==> src/rtl/bypass_pkg.sv <==
package bypass_pkg;

    localparam int unsigned REG_AW_DEF = 5;
    localparam int unsigned DATA_W_DEF = 32;
    localparam int unsigned NUM_OPND   = 2;

    typedef enum logic [1:0] {
        SEL_RF  = 2'b00,
        SEL_WB  = 2'b01,
        SEL_EXM = 2'b10
    } byp_sel_e;

endpackage

==> src/rtl/bypass_match.sv <==
module bypass_match #(
    parameter int unsigned AW = 5
) (
    input  logic [AW-1:0] src_id,
    input  logic [AW-1:0] dst_id,
    input  logic          dst_wr,
    output logic          hit
);

    logic dst_nonzero;

    always_comb begin
        dst_nonzero = (dst_id != '0);
        hit         = dst_wr && dst_nonzero && (dst_id == src_id);
    end

endmodule

==> src/rtl/bypass_prio.sv <==
module bypass_prio
    import bypass_pkg::*;
(
    input  logic     hit_exm,
    input  logic     hit_wb,
    output byp_sel_e sel
);

    always_comb begin
        if (hit_exm) begin
            sel = SEL_EXM;
        end else if (hit_wb) begin
            sel = SEL_WB;
        end else begin
            sel = SEL_RF;
        end
    end

endmodule

==> src/rtl/bypass_mux.sv <==
module bypass_mux
    import bypass_pkg::*;
#(
    parameter int unsigned DW = 32
) (
    input  byp_sel_e      sel,
    input  logic [DW-1:0] rf_val,
    input  logic [DW-1:0] exm_val,
    input  logic [DW-1:0] wb_val,
    output logic [DW-1:0] y
);

    always_comb begin
        case (sel)
            SEL_EXM: y = exm_val;
            SEL_WB:  y = wb_val;
            default: y = rf_val;
        endcase
    end

endmodule

==> src/rtl/operand_bypass.sv <==
module operand_bypass
    import bypass_pkg::*;
#(
    parameter int unsigned AW = REG_AW_DEF,
    parameter int unsigned DW = DATA_W_DEF
) (
    input  logic          clk,
    input  logic          rst_n,
    input  logic [AW-1:0] idex_rs,
    input  logic [AW-1:0] idex_rt,
    input  logic [DW-1:0] rf_rdata_a,
    input  logic [DW-1:0] rf_rdata_b,
    input  logic [AW-1:0] exm_dst,
    input  logic          exm_wr,
    input  logic [DW-1:0] exm_result,
    input  logic [AW-1:0] wb_dst,
    input  logic          wb_wr,
    input  logic [DW-1:0] wb_data,
    output logic [1:0]    sel_a,
    output logic [1:0]    sel_b,
    output logic [DW-1:0] opnd_a,
    output logic [DW-1:0] opnd_b
);

    localparam int unsigned NOP = NUM_OPND;

    typedef struct packed {
        logic [1:0]    sel_a;
        logic [1:0]    sel_b;
        logic [DW-1:0] opnd_a;
        logic [DW-1:0] opnd_b;
    } out_t;

    logic [AW-1:0] src_id  [NOP];
    logic [DW-1:0] rf_val  [NOP];
    logic          hit_exm [NOP];
    logic          hit_wb  [NOP];
    byp_sel_e      sel_c   [NOP];
    logic [DW-1:0] opnd_c  [NOP];

    out_t out_d;
    out_t out_q;

    assign src_id[0] = idex_rs;
    assign src_id[1] = idex_rt;
    assign rf_val[0] = rf_rdata_a;
    assign rf_val[1] = rf_rdata_b;

    for (genvar g = 0; g < NOP; g++) begin : g_opnd
        bypass_match #(.AW(AW)) u_match_exm (
            .src_id (src_id[g]),
            .dst_id (exm_dst),
            .dst_wr (exm_wr),
            .hit    (hit_exm[g])
        );

        bypass_match #(.AW(AW)) u_match_wb (
            .src_id (src_id[g]),
            .dst_id (wb_dst),
            .dst_wr (wb_wr),
            .hit    (hit_wb[g])
        );

        bypass_prio u_prio (
            .hit_exm (hit_exm[g]),
            .hit_wb  (hit_wb[g]),
            .sel     (sel_c[g])
        );

        bypass_mux #(.DW(DW)) u_mux (
            .sel     (sel_c[g]),
            .rf_val  (rf_val[g]),
            .exm_val (exm_result),
            .wb_val  (wb_data),
            .y       (opnd_c[g])
        );
    end

    always_comb begin
        out_d        = out_q;
        out_d.sel_a  = sel_c[0];
        out_d.sel_b  = sel_c[1];
        out_d.opnd_a = opnd_c[0];
        out_d.opnd_b = opnd_c[1];
    end

    always_ff @(posedge clk or negedge rst_n) begin
        if (!rst_n) begin
            out_q <= '0;
        end else begin
            out_q <= out_d;
        end
    end

    assign sel_a  = out_q.sel_a;
    assign sel_b  = out_q.sel_b;
    assign opnd_a = out_q.opnd_a;
    assign opnd_b = out_q.opnd_b;

endmodule

==> config.mk <==
export PLATFORM = sky130hd
export DESIGN_NAME = operand_bypass
export DESIGN_NICKNAME = d
export VERILOG_FILES = /design/src/rtl/bypass_pkg.sv /design/src/rtl/bypass_match.sv /design/src/rtl/bypass_prio.sv /design/src/rtl/bypass_mux.sv /design/src/rtl/operand_bypass.sv
export SDC_FILE = /design/constraint.sdc
export NUM_CORES = 1
export LEC_CHECK = 0
export ABC_CLOCK_PERIOD_IN_PS = 1100
export CAP_MARGIN = 5
export CELL_PAD_IN_SITES_DETAIL_PLACEMENT = 0
export CELL_PAD_IN_SITES_GLOBAL_PLACEMENT = 1
export CORE_MARGIN = 2
export CORE_UTILIZATION = 27
export DETAILED_ROUTE_END_ITERATION = 10
export PLACE_DENSITY_LB_ADDON = 0.1
export SLEW_MARGIN = 20
export SYNTH_ARGS = -nofsm -noshare
export SYNTH_HDL_FRONTEND = slang
export SYNTH_HIERARCHICAL = 1
export SYNTH_SLANG_ARGS = --single-unit
==> constraint.sdc <==
create_clock -name clk -period 1.1 [get_ports clk]
set_input_delay 0.33 -clock clk [delete_from_list [all_inputs] [get_ports clk]]
set_output_delay 0.33 -clock clk [all_outputs]
set_load 0.01 [all_outputs]
# Word level (Yosys, flattened, before mapping)
# Index checks and enable logic that the tools add are counted.
# totals
ff_bits,68
inputBits,152
elab_cells,26
# op_classes
n_eq_ne,8
muxes,6
reduce_logical,8
# op_table
operator,count
32-bit case mux with 2 select lines,2
5-bit equality test,4
5-bit nonzero test,2
1-bit logical AND,6
2-bit by 1-bit equality test with 1-bit output (second input constant),2
2-bit equality test (second input constant),2
2-bit two-way mux,2
1-bit two-way mux,2

# Logic depth before layout (Yosys ltp)
# logic_depth
depth_word,7
ltp_mapped,10
depth_no_buf,8

# Hierarchy
# The synthesis kept the hierarchy.
# modules_own_cells
mod,n_inst,cells_per_inst,area_each_um2,seq_area_each_um2
operand_bypass,1,68,1701.6,1701.6
bypass_mux,2,113,636.9,0.0
bypass_match,4,10,76.3,0.0
bypass_prio,2,2,21.3,0.0

# Least setup slack after synthesis
# No wires, ideal clock.
# synth_path
path_kind,input -> register
start,input port exm_dst[0]
end,"register out_q, in the netlist opnd_a[31]"
t_arrival_ns,1.710
required_ns,0.973
setup_slack_ns,-0.738
path_stages,10
path_cell_list,nor4_2 -> o21ai_1 -> and4_1 -> nor2b_4 -> inv_1 -> ha_1 -> buf_2 -> buf_2 -> nand2_1 -> o21ai_0
# synth_lines
item,line,rtl
"start, declared",operand_bypass.sv:13,"input logic [AW-1:0] exm_dst,"
"end signal, assigned",operand_bypass.sv:91,out_q <= out_d;
"end, declared",operand_bypass.sv:42,out_t out_q;

==> results <==
registers in the layout (all words and copies together), names as in the netlist:
| name | flops |
|---|---|
| opnd_b | 32 |
| opnd_a | 32 |
| sel_a | 2 |
| sel_b | 2 |
layer usage:
| metal | vias up | global-route usage, % | wire [µm] |
|---|---|---|---|
| li1 | 1762 | - | - |
| met2 | 167 | 34.9 | 7460 |
| met1 | 1851 | 26.4 | 6280 |
| met3 | 22 | 6.64 | 1190 |
| met5 | - | 0 | 0 |
| met4 | 0 | 6.43 | 272 |
through the flow:
step | instance area (µm²) | cells | hold WS (ns) | worst slack, ns
detailed placement | 5860 | 704 | 0.307 | -1.43
finish | 7380 | 761 | 0.496 | -0.700
floorplan | 3400 | 338 | 0.0344 | -0.652
global placement | 5860 | 704 | 0.310 | -1.42
CTS | 6690 | 746 | 0.499 | -0.683
global route | 7380 | 761 | 0.517 | -0.764
worst max-delay path, stage by stage:
cell       delay (ns)
buf_8            0.11
buf_6            0.12
nor4_4           0.27
o21ai_1          0.11
and4_1           0.18
nor2b_4          0.13
buf_6            0.11
ha_4             0.21
clkbuf_16        0.19
a22oi_2          0.18
o21ai_2          0.07
layout make-up:
class                   instances  area (µm²)
clock inverters                 3        21.3
inverters                       4        15.0
flip-flops and latches         68        1700
repair buffers                288        3120
multi-input cells             238        2080
well taps                     147         184
fillers                      1031        4630
clock buffers                  13         260
Yosys cell counts:
library cell	count
ha_1	4
buf_4	2
o21ai_0	4
xnor2_1	4
and4_1	4
nor4_2	4
a22oi_1	64
buf_2	20
o21ai_1	64
dfrtp_1	68
buf_6	6
or2_0	4
nor2b_4	2
nand2_1	68
inv_1	4
nor3_1	4
xor2_1	12
how the worst max path moves through the flow:
stage | endpoint | start | slack, ns
2_1_floorplan | opnd_a[31] | wb_dst[4] | -0.65
4_1_cts | opnd_b[31] | exm_dst[3] | -0.68
3_5_place_dp | opnd_b[31] | wb_dst[1] | -1.43
5_1_grt | opnd_a[28] | wb_dst[4] | -0.76
6_report | opnd_b[9] | wb_dst[2] | -0.70
3_3_place_gp | opnd_b[31] | wb_dst[3] | -1.42
where the power goes:
part | switching [mW] | internal (mW)
clock | 1.08 | 1.65
combinational | 0.737 | 1.04
sequential | 0.0508 | 2.66
logic make-up (layout without fill, tap and decap cells):
logic type | count (synthesis) | after routing | share of synthesized area [%]
AOI/OAI and AO/OA | 132 | 132 | 24.7
xor gates and xnor gates | 16 | 16 | 4.22
adders and majority gates | 4 | 4 | 1.51
buffers and inverters | 32 | 308 | 5.95
DFF | 68 | 68 | 51.2
and+or+nand+nor | 86 | 86 | 12.4
timing repair:
item                                    4_1_cts  5_1_grt
pin swaps                                    42       35
endpoints found under the setup margin      136      134
setup buffers                                14        7
hold buffers                                  1        0
endpoints found under the hold margin        68        0
gates cloned                                 11        9
gates resized for setup                     463      116
==> summary.txt <==
Die H -> 115 µm
Gr usage total -> 21.1%
Req. time, crit path -> 1.32 ns
Setup TNS -> -43.90 ns
Layout area overhead -> 122%
Distinct cell type count after synthesis -> 17
Worst VDD drop -> 0.542 mV
IO Pins -> 220
Yosys top cell area share -> 51.2%
1st-iter DRT viols -> 157
Most frequent cells in the layout -> clkdlybuf4s50_1, dfrtp_1, a22oi_2
Mean post-synth cell area -> 9.83 µm²
Worst Path Max Fanout -> 8
Largest net degree at the start of global routing -> 40
Routed len/inst -> 20.0 µm
PwrDens -> 977 nW/µm²
Max_slew headroom -> 84.3%
Cell count after synthesis -> 338
CTS tree -> built
Most common cell after layout, fill and taps aside -> clkdlybuf4s50_1
Routed Wire Length -> 15200 µm
Final Setup Violations -> 134
Vias in the first global route -> 3822
Overall Power -> 7.21 mW
Startpoint Class -> input pin
Length of the first detailed-routing pass in iterations -> 4
Nets -> 765
Slew Limit Fails -> 0
Routability cong. -> 0.834
Root Buffer -> clkbuf_16
Worst Tran Pin Value -> 0.236 ns
Final setup margin -> -0.700 ns
Synth area leaders -> dfrtp_1, a22oi_1, o21ai_1
CP Class -> in -> reg
Total CTS buffers -> 9
Post-Syn Nets -> 494
Total gr overflow -> 0
RSZ-0062 raised after global routing -> yes
Post-route minimum period -> 1.80 ns
Seq/Total Area, Yosys -> 51.2%
Vias -> 3802
YS warnings -> 6
IO Port Bufs -> 219
First-pass GRT wire length -> 21000 µm
Yosys reg bits -> 68
Core Util, Final -> 61.5%
DRC -> 0
MaxCap Viol Count -> 0
Die area -> 13200 µm²
Lkg Pwr -> 3.03 nW
Routed Antenna Nets -> 0
Vias per Instance -> 5.00
Effective utilization at floorplan -> 27.7%
Core Region -> 12000 µm²
Worst-path clk slew -> 0.06 ns
Fmax -> 556 MHz
Mapped cell area -> 3320 µm²
TritonCTS Sinks -> 68
Failing checks -> setup timing
Core Rows -> 40
Htree depth -> 3
WP data arrival -> 2.02 ns
Final hold viol count -> 0
HP Class -> in -> async
Antenna violations before repair -> 0
Status -> finished, violations left
Critical Path End Type -> flip-flop
Synth area leader -> dfrtp_1
Share of layout cells above drive strength 1 -> 50.0%
Die W -> 115 µm
Final Cycle Share -> 164%
Antenna diode count -> 0
CTS max path bufs -> 2
HPWL Detailed -> 9090 µm
Power figures use the tool's default switching activity.
